### src/rtl/frec_pkg.sv
package frec_pkg;
  typedef enum logic [2:0] {
    CL_ZERO, CL_SUB, CL_NORM, CL_INF, CL_QNAN, CL_SNAN
  } op_class_e;

  typedef struct packed {
    logic nv;
    logic dz;
    logic of;
    logic nx;
  } fflags_t;
endpackage

### src/rtl/frec_unpack.sv
module frec_unpack
  import frec_pkg::*;
#(
  parameter int EXP_W  = 8,
  parameter int FRAC_W = 23,
  parameter int IDX_W  = 7,
  parameter int NEXP_W = EXP_W + 2
) (
  input  logic [EXP_W+FRAC_W:0]     op_i,
  output logic                      sign_o,
  output op_class_e                 cls_o,
  output logic signed [NEXP_W-1:0]  nexp_o,
  output logic [IDX_W-1:0]          idx_o
);
  localparam int LZ_W = $clog2(FRAC_W + 1);
  localparam int PAD  = FRAC_W - IDX_W;

  logic [EXP_W-1:0]  exp_f;
  logic [FRAC_W-1:0] frac_f;
  logic [LZ_W-1:0]   lz;
  logic              found;

  assign sign_o = op_i[EXP_W+FRAC_W];
  assign exp_f  = op_i[FRAC_W +: EXP_W];
  assign frac_f = op_i[FRAC_W-1:0];

  // leading-zero count of the raw fraction
  always_comb begin
    lz    = '0;
    found = 1'b0;
    for (int k = FRAC_W - 1; k >= 0; k--) begin
      if (!found && frac_f[k]) found = 1'b1;
      else if (!found)         lz = lz + LZ_W'(1);
    end
  end

  always_comb begin
    if (&exp_f) begin
      if (frac_f == '0)            cls_o = CL_INF;
      else if (frac_f[FRAC_W-1])   cls_o = CL_QNAN;
      else                         cls_o = CL_SNAN;
    end else if (exp_f == '0) begin
      cls_o = (frac_f == '0) ? CL_ZERO : CL_SUB;
    end else begin
      cls_o = CL_NORM;
    end
  end

  always_comb begin
    if (exp_f == '0) begin
      nexp_o = -$signed({{(NEXP_W-LZ_W){1'b0}}, lz});
      idx_o  = IDX_W'(FRAC_W'((frac_f << lz) << 1) >> PAD);
    end else begin
      nexp_o = $signed({{(NEXP_W-EXP_W){1'b0}}, exp_f});
      idx_o  = frac_f[FRAC_W-1 -: IDX_W];
    end
  end
endmodule

### src/rtl/frec_lut.sv
module frec_lut #(
  parameter int IDX_W = 7
) (
  input  logic [IDX_W-1:0] idx_i,
  output logic [IDX_W-1:0] ent_o
);
  localparam int N = 1 << IDX_W;

  // midpoint reciprocal of each segment, rounded to IDX_W bits
  function automatic logic [IDX_W-1:0] ent_f(input int i);
    int num, den, q;
    num = (1 << IDX_W) * ((1 << (IDX_W + 1)) - 1 - 2 * i);
    den = (1 << (IDX_W + 1)) + 1 + 2 * i;
    q   = (2 * num + den) / (2 * den);
    if (q > N - 1) q = N - 1;
    return q[IDX_W-1:0];
  endfunction

  logic [IDX_W-1:0] rom [N];

  for (genvar g = 0; g < N; g++) begin : g_rom
    assign rom[g] = ent_f(g);
  end

  assign ent_o = rom[idx_i];
endmodule

### src/rtl/frec_pack.sv
module frec_pack
  import frec_pkg::*;
#(
  parameter int EXP_W  = 8,
  parameter int FRAC_W = 23,
  parameter int IDX_W  = 7,
  parameter int NEXP_W = EXP_W + 2
) (
  input  logic                     sign_i,
  input  op_class_e                cls_i,
  input  logic signed [NEXP_W-1:0] nexp_i,
  input  logic [IDX_W-1:0]         ent_i,
  output logic [EXP_W+FRAC_W:0]    res_o,
  output fflags_t                  flags_o
);
  localparam int BIAS = (1 << (EXP_W - 1)) - 1;
  localparam int EMAX = (1 << EXP_W) - 1;
  localparam int PAD  = FRAC_W - IDX_W;

  logic signed [NEXP_W-1:0] oexp;
  logic [FRAC_W:0]          full_sig;
  logic [FRAC_W-1:0]        den_sig;

  assign oexp     = $signed(NEXP_W'(2 * BIAS - 1)) - nexp_i;
  assign full_sig = {1'b1, ent_i, {PAD{1'b0}}};
  // oexp is 0 or -1 on the subnormal path
  assign den_sig  = (oexp == '0) ? FRAC_W'(full_sig >> 1) : FRAC_W'(full_sig >> 2);

  always_comb begin
    flags_o = '0;
    res_o   = '0;
    unique case (cls_i)
      CL_ZERO: begin
        res_o      = {sign_i, {EXP_W{1'b1}}, {FRAC_W{1'b0}}};
        flags_o.dz = 1'b1;
      end
      CL_INF:  res_o = {sign_i, {(EXP_W+FRAC_W){1'b0}}};
      CL_QNAN, CL_SNAN: begin
        res_o      = {1'b0, {EXP_W{1'b1}}, 1'b1, {(FRAC_W-1){1'b0}}};
        flags_o.nv = (cls_i == CL_SNAN);
      end
      default: begin
        if (oexp >= $signed(NEXP_W'(EMAX))) begin
          res_o      = {sign_i, {EXP_W{1'b1}}, {FRAC_W{1'b0}}};
          flags_o.of = 1'b1;
          flags_o.nx = 1'b1;
        end else if (oexp > 0) begin
          res_o = {sign_i, oexp[EXP_W-1:0], ent_i, {PAD{1'b0}}};
        end else begin
          res_o = {sign_i, {EXP_W{1'b0}}, den_sig};
        end
      end
    endcase
  end
endmodule

### src/rtl/frec_est.sv
module frec_est
  import frec_pkg::*;
#(
  parameter int EXP_W  = 8,
  parameter int FRAC_W = 23,
  parameter int IDX_W  = 7
) (
  input  logic                    clk_i,
  input  logic                    rst_ni,
  input  logic                    valid_i,
  input  logic [EXP_W+FRAC_W:0]   op_i,
  output logic                    valid_o,
  output logic [EXP_W+FRAC_W:0]   res_o,
  output logic [3:0]              flags_o
);
  localparam int W      = 1 + EXP_W + FRAC_W;
  localparam int NEXP_W = EXP_W + 2;
  localparam logic [W-1:0] QNAN = {1'b0, {EXP_W{1'b1}}, 1'b1, {(FRAC_W-1){1'b0}}};

  logic                     sign;
  op_class_e                cls;
  logic signed [NEXP_W-1:0] nexp;
  logic [IDX_W-1:0]         idx;
  logic [IDX_W-1:0]         ent;
  logic [W-1:0]             res_d;
  fflags_t                  flags_d;

  frec_unpack #(.EXP_W(EXP_W), .FRAC_W(FRAC_W), .IDX_W(IDX_W), .NEXP_W(NEXP_W)) u_unpack (
    .op_i   (op_i),
    .sign_o (sign),
    .cls_o  (cls),
    .nexp_o (nexp),
    .idx_o  (idx)
  );

  frec_lut #(.IDX_W(IDX_W)) u_lut (
    .idx_i (idx),
    .ent_o (ent)
  );

  frec_pack #(.EXP_W(EXP_W), .FRAC_W(FRAC_W), .IDX_W(IDX_W), .NEXP_W(NEXP_W)) u_pack (
    .sign_i  (sign),
    .cls_i   (cls),
    .nexp_i  (nexp),
    .ent_i   (ent),
    .res_o   (res_d),
    .flags_o (flags_d)
  );

  always_ff @(posedge clk_i or negedge rst_ni) begin
    if (!rst_ni) begin
      valid_o <= 1'b0;
      res_o   <= '0;
      flags_o <= '0;
    end else begin
      valid_o <= valid_i;
      if (valid_i) begin
        res_o   <= res_d;
        flags_o <= flags_d;
      end
    end
  end

  logic             op_nan, op_inf, op_zero, op_tiny;
  logic [EXP_W-1:0] op_exp;
  assign op_exp  = op_i[FRAC_W +: EXP_W];
  assign op_nan  = (&op_exp) && (op_i[FRAC_W-1:0] != '0);
  assign op_inf  = (&op_exp) && (op_i[FRAC_W-1:0] == '0);
  assign op_zero = (op_exp == '0) && (op_i[FRAC_W-1:0] == '0);
  assign op_tiny = (op_exp == '0) && (op_i[FRAC_W-1:0] != '0) && (op_i[FRAC_W-1:FRAC_W-2] == 2'b00);

  p_latency_r1: assert property (@(posedge clk_i) disable iff (!rst_ni)
    valid_o == $past(valid_i));

  p_sign_r2: assert property (@(posedge clk_i) disable iff (!rst_ni)
    valid_i && !op_nan |=> res_o[W-1] == $past(op_i[W-1]));

  p_inf_zero_r4: assert property (@(posedge clk_i) disable iff (!rst_ni)
    valid_i && op_inf |=> res_o[W-2:0] == '0 && flags_o == 4'b0000);

  p_zero_dz_r5: assert property (@(posedge clk_i) disable iff (!rst_ni)
    valid_i && op_zero |=> res_o[W-2:0] == {{EXP_W{1'b1}}, {FRAC_W{1'b0}}} && flags_o == 4'b0100);

  p_nan_canon_r6: assert property (@(posedge clk_i) disable iff (!rst_ni)
    valid_i && op_nan |=> res_o == QNAN && flags_o[2:0] == 3'b000);

  p_sub_ovf_r8: assert property (@(posedge clk_i) disable iff (!rst_ni)
    valid_i && op_tiny |=> res_o[W-2:0] == {{EXP_W{1'b1}}, {FRAC_W{1'b0}}} && flags_o == 4'b0011);

  p_hold_r10: assert property (@(posedge clk_i) disable iff (!rst_ni)
    !valid_i |=> $stable(res_o) && $stable(flags_o));
endmodule

### config.mk
export PLATFORM = sky130hd
export DESIGN_NAME = frec_est
export DESIGN_NICKNAME = d
export VERILOG_FILES = /design/src/rtl/frec_pkg.sv /design/src/rtl/frec_unpack.sv /design/src/rtl/frec_lut.sv /design/src/rtl/frec_pack.sv /design/src/rtl/frec_est.sv
export SDC_FILE = /design/constraint.sdc
export NUM_CORES = 1
export LEC_CHECK = 0
export BUFFER_PORTS_ARGS = -buffer_cell sky130_fd_sc_hd__buf_2
export CORE_MARGIN = 2
export CORE_UTILIZATION = 45
export DETAILED_ROUTE_END_ITERATION = 8
export GPL_TIMING_DRIVEN = 1
export SYNTH_ARGS = -nofsm -noshare
export SYNTH_HDL_FRONTEND = slang
export SYNTH_SLANG_ARGS = --single-unit
### constraint.sdc
create_clock -name clk_i -period 1.6 [get_ports clk_i]
set_input_delay 0.16 -clock clk_i [delete_from_list [all_inputs] [get_ports clk_i]]
set_output_delay 0.16 -clock clk_i [all_outputs]
set_load 0.01 [all_outputs]
# Yosys cells after proc, flatten, opt, wreduce, memory -nomap -nowiden
# Memory sizes are Yosys's and may differ from the RTL's.
# Index checks and enable logic that the tools add are counted.
totals:
  reg_bits: 37
  rom_bits: 896
  inputBits: 35
  elab_cells: 171
  mem_count: 1
op_classes:
  addsub: 24
  order_cmp: 3
  eq_ne: 3
  n_shift: 1
  mux: 84
  n_bitwise: 1
  reduce_logical: 51
mem_list:
  columns: ["memory", "words", "word_bits", "read_ports", "rd_clocked_by_memory_dff", "wr", "line", "rtl"]
  rows:
  - ["(name not given)", 128, 7, 1, 0, 0, "frec_lut.sv:25", "assign ent_o = rom[idx_i];"]
ops:
  columns: ["operator", "n"]
  rows:
  - ["5-bit two-way mux", 44]
  - ["5-bit by 1-bit adder with 5-bit output (second input constant)", 22]
  - ["32-bit one-hot mux with 3 select lines", 1]
  - ["31-bit two-way mux", 2]
  - ["1-bit two-way mux", 27]
  - ["23-bit logical NOT", 1]
  - ["23-bit two-way mux", 1]
  - ["23-bit by 5-bit << shifter with 22-bit output", 1]
  - ["1-bit logical AND", 22]
  - ["1-bit logical NOT", 22]
  - ["7-bit two-way mux", 3]
  - ["10-bit by 9-bit >= comparator with 1-bit output (second input constant)", 1]
  - ["10-bit by 1-bit > comparator with 1-bit output (second input constant)", 1]
  - ["10-bit logical NOT", 1]
  - ["10-bit two-way mux", 1]
  - ["5-bit negation with 10-bit output", 1]
  - ["9-bit by 10-bit subtractor with 10-bit output (first input constant)", 1]
  - ["3-bit two-way mux", 3]
  - ["8-bit >= comparator (second input constant)", 1]
  - ["8-bit logical NOT", 1]
  - ["7-bit NOT with 8-bit output", 1]
  - ["8-bit AND reduction", 1]
  - ["3-bit == test (second input constant)", 2]
  - ["2-bit two-way mux", 2]
  - ["other kinds (4)", 4]

# Logic depth before layout (Yosys ltp)
# Gate-level depths: netlist of run 1.
logic_depth:
  word_depth: 77
  mapped_depth: 90
  depth_no_buf: 86

# Modules after synthesis
# Synthesis of run 1 repeated with hierarchy kept, for this count alone.
unflattened:
  hier_cells: 880
  area_unflattened_um2: 6899.1
by_module_without_submodules:
  columns: ["module", "n_inst", "cells_each", "area_each_um2"]
  rows:
  - ["frec_unpack", 1, 549, 3681.0]
  - ["frec_est", 1, 77, 1515.2]
  - ["frec_lut", 1, 147, 985.9]
  - ["frec_pack", 1, 107, 716.9]

# Worst setup path after synthesis of run 1
# OpenSTA, ideal clock, no wires.
synth_path:
  path_kind: "in2reg"
  start: "input port op_i[21]"
  end: "register res_o[17]"
  t_arrival_ps: 14853
  required_time_ps: 1474
  setup_slack_ps: -13379
  path_stages: 84
  cell_sequence: "clkbuf_1 nor2_1 ha_1 nand3b_1 a21oi_1 ha_1 nand2b_1 a21boi_1 ha_1 nand2_1 nand2_1 ha_1 mux2i_1 o21ai_0 ha_1 nand2_1 nand2_1 ha_1 [48 not listed] a31oi_1 ha_1 o21a_1 clkbuf_1 clkbuf_1 mux4_2 and3_1 a211oi_1 o31a_1 inv_1 ha_1 clkbuf_1 nor3_1 a2111o_1 a21oi_1 o32ai_1 nand2b_1 a221o_1"
synth_between:
  elab_chain_len: 75
  elab_cells_between_ends: 154
  classes_between: "23 x add/sub; 2 x order compare; 3 x eq/ne; 1 x shift; 76 x mux; 1 x bitwise; 47 x reduce/logical; 1 x memory"
synth_lines:
  columns: ["element", "line", "rtl"]
  rows:
  - ["from (decl)", "frec_est.sv:11", "input logic [EXP_W+FRAC_W:0] op_i,"]
  - ["parallel branches: the longest is 74 deep, another holds 5-bit by 1-bit adder with 5-bit output", null, null]
  - ["32-bit one-hot mux with 3 select lines (*)", "frec_pack.sv:32", "unique case (cls_i)"]
  - ["to (signal assigned)", "frec_est.sv:58", "res_o <= res_d;"]
  - ["to (decl)", "frec_est.sv:13", "output logic [EXP_W+FRAC_W:0] res_o,"]
# Every way passes the cells marked *. The select of a mux whose other input is x is not followed.
# A chain may end at the register's enable or synchronous reset.

# Worst setup path after layout of run 1
layout_path:
  start: "input port op_i[21]"
  end: "register res_o[16]"
# Same word-level chain as after synthesis.

==> results of run 1 <==
-- logic make-up after synthesis --
| group | Yosys count | share of synthesized area [%] |
|---|---|---|
| other cells | 1 | 0.05998 |
| flops | 22 | 8.805 |
| compound gates | 262 | 30.08 |
| buf+inv | 93 | 6.864 |
| fa+ha+maj | 33 | 6.524 |
| xor+xnor | 54 | 9.626 |
| simple gates | 372 | 29.60 |
| mux | 49 | 8.445 |
-- metrics by stage --
step / util [%] / worst slack [ns] / std cells
final: 85.21 / -12.91 / 1564
after global routing: 85.21 / -13.38 / 1564
after CTS: 80.57 / -12.13 / 1539
after detailed placement: 68.89 / -12.79 / 1425
after global placement: 68.89 / -12.33 / 1425
after floorplan: - / -12.27 / 899
-- per-layer routing --
layer / wire, µm / part of all wire [%] / vias up
li1: - / - / 4259
met2: 16070 / 51 / 626
met5: 13 / 0.041 / -
met3: 2053 / 6.5 / 221
met4: 2176 / 6.9 / 2
met1: 11300 / 36 / 4673
-- final timing paths --
path / depth (start not counted) / end / slack (ns) / start
setup reg to reg: 2 / res_o[16]$_DFFE_PN0P_ / 0.71 / res_o[16]$_DFFE_PN0P_
min in group asynchronous: 2 / res_o[22]$_DFFE_PN0P_ / 0.39 / rst_ni
hold reg to reg: 1 / res_o[28]$_DFFE_PN0P_ / 0.49 / res_o[28]$_DFFE_PN0P_
max in group asynchronous: 2 / res_o[18]$_DFFE_PN0P_ / 0.86 / rst_ni
setup / recovery: 89 / res_o[16]$_DFFE_PN0P_ / -12.91 / op_i[21]
hold / removal: 3 / res_o[31]$_DFFE_PN0P_ / 0.13 / op_i[31]
-- placed cells by master (no fill, tap or decap), types with 10 or more instances in the layout --
cell type | Yosys | routed
nor2b_1 | 18 | 14
nand2b_1 | 16 | 14
inv_1 | 23 | 17
conb_1 | 1 | 14
dfrtp_1 | 22 | 22
nor2_4 | 2 | 10
nor4_1 | 11 | 11
xor2_1 | 16 | 14
xnor2_1 | 26 | 21
a21oi_2 | 2 | 18
o21ai_1 | 8 | 15
buf_2 | 11 | 55
nand3_1 | 34 | 27
nor3_1 | 27 | 23
ha_1 | 31 | 17
ha_4 | 0 | 13
a21oi_1 | 55 | 36
nand2_2 | 0 | 14
buf_4 | 15 | 438
o21ai_0 | 38 | 23
o211ai_1 | 14 | 14
buf_6 | 1 | 37
nor2_1 | 94 | 82
mux2i_1 | 37 | 33
nand2_1 | 99 | 83
-- tightest hold or removal path, stage by stage --
cell and delay [ns]:
buf_2 0.10, inv_1 0.05, o2bb2ai_1 0.05
-- area by class of cell --
| class | instances | area (µm²) |
|---|---|---|
| timing repair buffer | 545 | 4263 |
| sequential | 22 | 550.5 |
| fill | 764 | 2029 |
| multi-input combinational | 784 | 6446 |
| clock buffer | 4 | 88.84 |
| tap | 180 | 225.2 |
| inverter | 29 | 116.4 |
-- synth_stat cells, types with 14 or more instances --
| cell type | n | area share (%) |
|---|---|---|
| xnor2_1 | 26 | 3.6 |
| nor3_1 | 27 | 2.2 |
| a21oi_1 | 55 | 4.4 |
| nand2b_1 | 16 | 1.6 |
| nor2b_1 | 18 | 1.8 |
| clkbuf_1 | 36 | 2.2 |
| buf_4 | 15 | 1.8 |
| mux2i_1 | 37 | 5.9 |
| o21ai_0 | 38 | 3.0 |
| nand2_1 | 99 | 5.9 |
| nor2_1 | 94 | 5.6 |
| dfrtp_1 | 22 | 8.8 |
| nand3_1 | 34 | 2.7 |
| xor2_1 | 16 | 2.2 |
| inv_1 | 23 | 1.4 |
| o211ai_1 | 14 | 1.7 |
| ha_1 | 31 | 6.2 |
-- power by group through the flow --
stage	sequential, mW	clock (mW)	combinational (mW)
5_1_grt	0.644	0.634	3.00
4_1_cts	0.638	0.573	2.49
6_report	0.639	0.616	2.86
3_3_place_gp	0.644	0	2.03
2_1_floorplan	0.671	0	1.11
3_5_place_dp	0.646	0	2.08
-- flip-flops by register name, indices dropped and copies added, names as in the netlist --
name     count
flags_o      3
valid_o      1
res_o       18
-- repair_timing --
action,in CTS,in global routing
buffers inserted,109,29
endpoints found under the hold margin,22,0
setup endpoints to repair,21,21
cloned,2,0
hold buffers,1,0
resized for setup,134,90
pin swaps,93,94
==> metrics.txt, run 1 <==
H-tree depth=1; Core Area=0.01372 mm²; port buffer count=57; Final min period=14.51 ns; Hold Vio Cnt, Final=0; CP Buf/Inv Count=8; Routed Antenna Nets=0; Mapped Avg Cell Area=7.057 µm²; RD Place Congestion=0.9680; CP arrival=14.67 ns; Total Power=4.113 mW; design area=around 0.012 mm²; CP delay by family, top=adder cells; area grow syn2layout=86.97%; clk buf depth=2; IO Count=72; ANT cells=0; Final Skew=0 ns; 1st-iter DRT viols=roughly 900; Logic pwr share=just under 70%; RSZ-0062 raised after global routing=yes; clk root buf=clkbuf_16; switching pwr=1.680 mW; die span in y=about 120 µm; maximum VDD drop=0.4121 mV; Synth Flop Type=dfrtp_1; share of cells above drive strength 1=a little over half; GR peak layer=met2; critical path type=primary input to register; EDFF count, synth=0; GR Util met3=~3.7%; max cap viols=0; NumNets Final=1,451; pwr/cell area=351.8 mW/mm²; startpoint class of the critical path=primary input; largest net degree at the start of global routing=23; via count=9,781; total track usage=37.87%; Seq/Total Area, Yosys=8.805%; CTS tree=yes; Mapped Cells=~890; cell mode on critical path=ha_1; Rows=43; Starting Density=45.57%; CTS Buf Count=3; Worst setup EP type=register; # setup viols final=21; Period Utilization, post-route=907.1%; worst endpoint required time=between 1.5 and 2 ns; DP Area=0.009452 mm²; vias in the first global route=~9,500; Worst-Margin Slew=0.5182 ns; hold_ws=0.1251 ns; clk sinks=22; Setup TNS=-232.06 ns; drt via density=6.254; Pins Over Slew Limit=0; Die Span X=121.9 µm; status=complete, but fails checks; Seq cells post-synth=22; slowest stage cell, crit path=a311oi_2; setup ws final=-12.91 ns; Seq pwr share=15.5%; Leak=5.276 nW; DIE AREA=0.01485 mm²; Synthesis Warnings=0; Max stage delay on crit path=0.36 ns; grt met2 use=71.12%; met1 usage=between 40% and 50%; Clock Power Share=15.0%; Internal Power=2.433 mW; asr flop ratio synth=between 90% and 100%; failing checks=negative setup slack; Routed wire per std cell=20.21 µm; Switching Share=between 40 and 50%; Netlist cell types=99; Clk pin slew, worst setup/hold paths=0.07 ns; Syn Std Cell Area=between 0.006 and 0.007 mm²; HP Class=primary input to register; worst skew pair latency=0.27 ns; Detailed Route WL=around 32,000 µm; Max Clk Rate=~0.069 GHz; Final HPWL DP=approximately 19,000 µm; global-route wire length before repair=45,910 µm; slew margin rel.=about 65%; Max FO, Critical Path=7; initial antenna violation count=1; Initial DRT Pass Iterations=5; DRC Markers=0; gr ovfl total=0
Note: power is estimated with default switching activity, not from simulation.
==> run 2: changes to the inputs <==
Settings changed: BUFFER_PORTS_ARGS -buffer_cell sky130_fd_sc_hd__buf_2 to -buffer_cell sky130_fd_sc_hd__buf_4.
==> metrics.txt, run 2 (synthesis results as in run 1) <==
final core utilization=~83%; Starting Density=roughly 46%; failing checks=negative setup slack; maximum VDD drop=0.3947 mV; ANT cells=0; Hold Vio Cnt, Final=0; Final Skew=0 ns; Pins Over Slew Limit=0; gr ovfl total=0; Internal Power=2.417 mW; die span in y=about 120 µm; Max Clk Rate=0.06748 GHz; Initial DRT Pass Iterations=6; vias in the first global route=8,985; DIE AREA=0.01485 mm²; RD Place Congestion=0.9421; Biggest register=res_o; Leak=5.108 nW; Routed Antenna Nets=0; DRC Markers=0; Largest regs=res_o x18, flags_o x3, valid_o x1; 1st-iter DRT viols=1,007; Max FO, Critical Path=10; Period Utilization, post-route=926.2%; setup ws final=-13.22 ns; switching pwr=1.596 mW; Core Area=roughly 0.014 mm²; drt via density=6.159; clk root buf=clkbuf_16; Max stage delay on crit path=approximately 0.35 ns; share of cells above drive strength 1=between 50% and 60%; Rows=43; Seq pwr share=16.1%; worst endpoint required time=around 1.7 ns; port buffer count=57; total track usage=34.06%; CTS tree=yes; CTS Buf Count=3; cell mode on critical path=ha_1; Logic pwr share=69.3%; Worst setup EP type=register; DP Area=about 0.0095 mm²; Worst-Margin Slew=between 0.6 and 0.7 ns; Detailed Route WL=29,370 µm; HP Class=primary input to register; Die Span X=between 100 and 150 µm; Routed wire per std cell=19.19 µm; H-tree depth=1; most common cell after layout, fill and taps aside=buf_4; clk sinks=22; slew margin rel.=~55%; Final min period=14.82 ns; max reg flops=18; slowest stage cell, crit path=ha_1; initial antenna violation count=0; RSZ-0062 raised after global routing=yes; global-route wire length before repair=41,900 µm; worst skew pair latency=0.25 ns; Switching Share=39.76%; critical path type=primary input to register; NumNets Final=~1,400; Clk pin slew, worst setup/hold paths=approximately 0.06 ns; hold_ws=0.1574 ns; CP arrival=14.96 ns; clk buf depth=2; largest net degree at the start of global routing=23; design area=around 0.011 mm²; max cap viols=0; via count=9,424; pwr/cell area=approximately 350 mW/mm²; startpoint class of the critical path=primary input; Final HPWL DP=~19,000 µm; area grow syn2layout=82.77%; most frequent cells in the layout=460 x buf_4, 85 x nor2_1, 83 x nand2_1, 43 x buf_6, 38 x a21oi_1; IO Count=72; Clock Power Share=14.6%; # setup viols final=21; status=complete, but fails checks
-- run 2: cell types whose count changed in the layout (fill, tap and decap cells not counted), sizes merged --
| cell | delta |
|---|---|
| buf | -33 |
| clkbuf | -1 |
| clkinv | -1 |
| inv | +1 |
-- run 2: layer usage --
layer | wire length, µm | global-route usage, %
met2 | 14770 | 63.13
met4 | 2203 | 16.81
met1 | 10600 | 39.26
met5 | 0 | 0
met3 | 1790 | 2.388
-- run 2: power groups by stage --
stage | sequential (mW) | clock (mW) | combinational [mW]
detailed placement | 0.651 | 0 | 2.10
global route | 0.649 | 0.610 | 2.94
CTS | 0.642 | 0.587 | 2.35
finish | 0.646 | 0.586 | 2.78
floorplan | 0.671 | 0 | 1.11
global placement | 0.647 | 0 | 2.06
-- run 2: worst paths after layout --
check / startpoint / to / slack [ns] / depth (start not counted)
min in group asynchronous: rst_ni / res_o[28]$_DFFE_PN0P_ / 0.34 / 2
setup / recovery: op_i[21] / res_o[17]$_DFFE_PN0P_ / -13.22 / 86
hold / removal: valid_i / valid_o$_DFF_PN0_ / 0.16 / 1
max in group asynchronous: rst_ni / flags_o[2]$_DFFE_PN0P_ / 1.03 / 2
hold reg to reg: res_o[28]$_DFFE_PN0P_ / res_o[28]$_DFFE_PN0P_ / 0.49 / 1
setup reg to reg: res_o[20]$_DFFE_PN0P_ / res_o[20]$_DFFE_PN0P_ / 0.74 / 1
-- run 2: repair_timing --
action	4_1_cts	5_1_grt
hold buffers	1	0
gates resized for setup	88	133
endpoints found under the hold margin	22	0
pin swaps	50	98
endpoints found under the setup margin	21	21
setup buffers	70	51
cloned	1	0
-- run 2: critical path: cells and delay by family --
family	cells	cell delay, ns
multiplexers	10	2.12
buffers and inverters	6	0.71
AND/OR/NAND/NOR	25	2.32
XOR/XNOR	2	0.32
adder cells (fa/ha/maj)	20	5.49
AO/OA/AOI/OAI	23	3.78
-- run 2: area by class of cell --
| class | instances | area, µm² |
|---|---|---|
| Clock buffer | 4 | 88.84 |
| Fill cell | 818 | 2292 |
| Inverter | 29 | 113.9 |
| Multi-Input combinational cell | 784 | 6376 |
| Sequential cell | 22 | 550.5 |
| Tap cell | 180 | 225.2 |
| Timing Repair Buffer | 511 | 4073 |
-- run 2: metrics by stage --
stage | setup TNS, ns | std cells | setup slack (ns) | power [mW]
floorplan | -217.08 | 899 | -12.27 | 1.777
global placement | -219.17 | 1414 | -12.18 | 2.707
detailed placement | -230.14 | 1414 | -12.75 | 2.756
CTS | -219.09 | 1490 | -12.08 | 3.575
global route | -249.78 | 1530 | -13.72 | 4.195
finish | -240.04 | 1530 | -13.22 | 4.013
==> run 3: changes to the inputs <==
Settings changed: SYNTH_HIERARCHICAL from default to 1.
==> metrics.txt, run 3 <==
failing checks=negative setup slack; die span in y=127.8 µm; EDFF count, synth=0; Post-synth top cells=88 x nand2_1, 72 x nor2_1, 47 x a21oi_1; asr flop ratio synth=between 90% and 100%; # setup viols final=22; initial antenna violation count=0; Logic pwr share=a little over half; Seq/Total Area, Yosys=13.42%; worst endpoint required time=~1.8 ns; drt via density=5.837; slowest stage cell, crit path=mux4_2; main area contributors after synthesis=dfrtp_1 13%, mux2_4 6.5%, ha_1 5.6%, nand2_1 4.8%, nor2_1 3.9%; Pins Over Slew Limit=0; IO Count=72; NumNets Final=1,329; Seq cells post-synth=37; Final HPWL DP=18,550 µm; Detailed Route WL=25,800 µm; share of cells above drive strength 1=51.03%; RSZ-0062 raised after global routing=yes; status=complete, but fails checks; Clock Power Share=around 22%; clk root buf=clkbuf_16; port buffer count=71; Rows=45; switching pwr=about 1.7 mW; Largest regs=res_o x32, flags_o x4, valid_o x1; Starting Density=between 40 and 50%; DP Area=a little under 0.01 mm²; Syn Std Cell Area=0.006899 mm²; Max Clk Rate=0.06753 GHz; hold_sp=op_i[31]; via count=approximately 8,500; max reg flops=32; ANT cells=0; Internal Power=3.100 mW; design area=about 0.011 mm²; CTS Buf Count=5; setup ws final=-13.21 ns; area grow syn2layout=63.38%; Synthesis Warnings=6; Core Area=~0.015 mm²; Synth Flop Type=dfrtp_1; DRC Markers=0; Worst-Margin Slew=0.6214 ns; hold-critical path endpoint=res_o[31]$_DFFE_PN0P_; cell mode on critical path=ha_4; worst r2r path cells=1; Mapped Avg Cell Area=slightly below 8 µm²; worst r2r src=res_o[16]$_DFFE_PN0P_; Yosys top cell by area=dfrtp_1; max cap viols=0; Switching Share=35.40%; Biggest register=res_o; Routed wire per std cell=about 18 µm; Final Skew=0 ns; clk sinks=37; Final min period=between 10 and 15 ns; gr ovfl total=0; final core utilization=74.70%; startpoint class of the critical path=primary input; largest net degree at the start of global routing=38; worst slack at placement=-13.68 ns; Seq pwr share=23.0%; critical path type=primary input to register; RD Place Congestion=0.9201; Clk pin slew, worst setup/hold paths=0.06 ns; most common cell after layout, fill and taps aside=buf_4; Mapped Cells=880; Initial DRT Pass Iterations=5; global-route wire length before repair=around 42,000 µm; Netlist cell types=98; clk buf depth=2; reg-to-reg critical path endpoint=res_o[16]$_DFFE_PN0P_; Period Utilization, post-route=925.5%; worst skew pair latency=0.28 ns; Max stage delay on crit path=about 0.48 ns; hold_ws=around 0.24 ns; HP Class=primary input to register; Setup TNS=-248.51 ns; most numerous cell in the Yosys netlist=nand2_1; Hold Vio Cnt, Final=0; Max FO, Critical Path=5; CTS tree=yes; CP arrival=~15 ns; H-tree depth=2; slew margin rel.=58.57%; 1st-iter DRT viols=656; Routed Antenna Nets=0; Worst setup EP type=register; total track usage=30.96%; maximum VDD drop=0.6014 mV; area share of the largest cell type after synthesis=13.42%; hold path depth=3; most frequent cells in the layout=391 x buf_4, 83 x nand2_1, 65 x nor2_1, 37 x dfrtp_1; vias in the first global route=8,475; Die Span X=between 100 and 150 µm; DIE AREA=0.01634 mm²; Leak=5.131 nW; reg2reg setup slack=0.80 ns; pwr/cell area=425.7 mW/mm²
run 3: changes by cell type in the layout (fill, tap and decap cells not counted), moves of 11 or more:
cell and change:
mux2i_1 -13, nor2_1 -20, mux2_4 +31, buf_4 -69, o21ai_0 +11, dfrtp_1 +15
run 3: area by class of cell:
| type | instances | area [µm²] |
|---|---|---|
| Timing Repair Buffer | 434 | 3472 |
| Sequential cell | 37 | 925.9 |
| Inverter | 37 | 143.9 |
| Clock buffer | 7 | 152.6 |
| Multi-Input combinational cell | 748 | 6334 |
| Tap cell | 188 | 235.2 |
| Clock inverter | 1 | 8.758 |
| Fill cell | 1103 | 3817 |
run 3: worst max-delay path: cells and delay by family:
kind                     cells  cell delay, ns
XOR/XNOR                     2            0.46
buffers and inverters        4            0.40
AND/OR/NAND/NOR             22            2.44
multiplexers                 9            2.13
AO/OA/AOI/OAI               26            4.11
adder cells (fa/ha/maj)     21            5.32
run 3: power by group through the flow:
stage	combinational [mW]	sequential, mW	clock, mW
after detailed placement	2.22	1.12	0
final	2.63	1.10	1.07
after global routing	2.81	1.11	1.12
after floorplan	1.22	1.15	0
after global placement	2.18	1.11	0
after CTS	2.46	1.10	1.09
run 3: how the worst max path moves through the flow:
| stage | slack, ns | start | end | cells after the start |
|---|---|---|---|---|
| after CTS | -13.12 | op_i[22] | res_o[18]$_DFFE_PN0P_ | 84 |
| after detailed placement | -13.68 | op_i[21] | res_o[18]$_DFFE_PN0P_ | 84 |
| after global placement | -13.16 | op_i[21] | res_o[18]$_DFFE_PN0P_ | 83 |
| final | -13.21 | op_i[21] | res_o[17]$_DFFE_PN0P_ | 84 |
| after floorplan | -12.80 | op_i[21] | res_o[16]$_DFFE_PN0P_ | 84 |
| after global routing | -13.77 | op_i[21] | res_o[17]$_DFFE_PN0P_ | 84 |
run 3: timing repair:
action	CTS	global route
hold endpoints to repair	37	0
endpoints found under the setup margin	22	22
hold buffers	1	0
resized for setup	100	46
gates cloned	3	0
setup buffers	45	17
pin swaps	86	48
run 3: metrics by stage:
stage | power [mW] | cells
2_1_floorplan | 2.370 | 893
3_3_place_gp | 3.287 | 1382
3_5_place_dp | 3.336 | 1382
4_1_cts | 4.647 | 1439
5_1_grt | 5.047 | 1452
6_report | 4.799 | 1452
run 3: routing by layer:
metal  up-vias  global-route usage, %  wire length [µm]
li1       4021                      -                 -
met1      4087                  41.77             11320
met2       305                  52.25             12430
met3        63                  3.214              1400
met4         0                  9.696               649
met5         -                      0                 0
run 3: kinds of logic after synthesis:
| kind of cell | after synthesis | share of synthesized area (%) |
|---|---|---|
| compound gates | 253 | 26.37 |
| xor+xnor | 51 | 8.995 |
| fa+ha+maj | 31 | 5.622 |
| buf+inv | 110 | 8.506 |
| flops | 37 | 13.42 |
| mux | 67 | 12.55 |
| other cells | 1 | 0.05435 |
| simple gates | 330 | 24.48 |
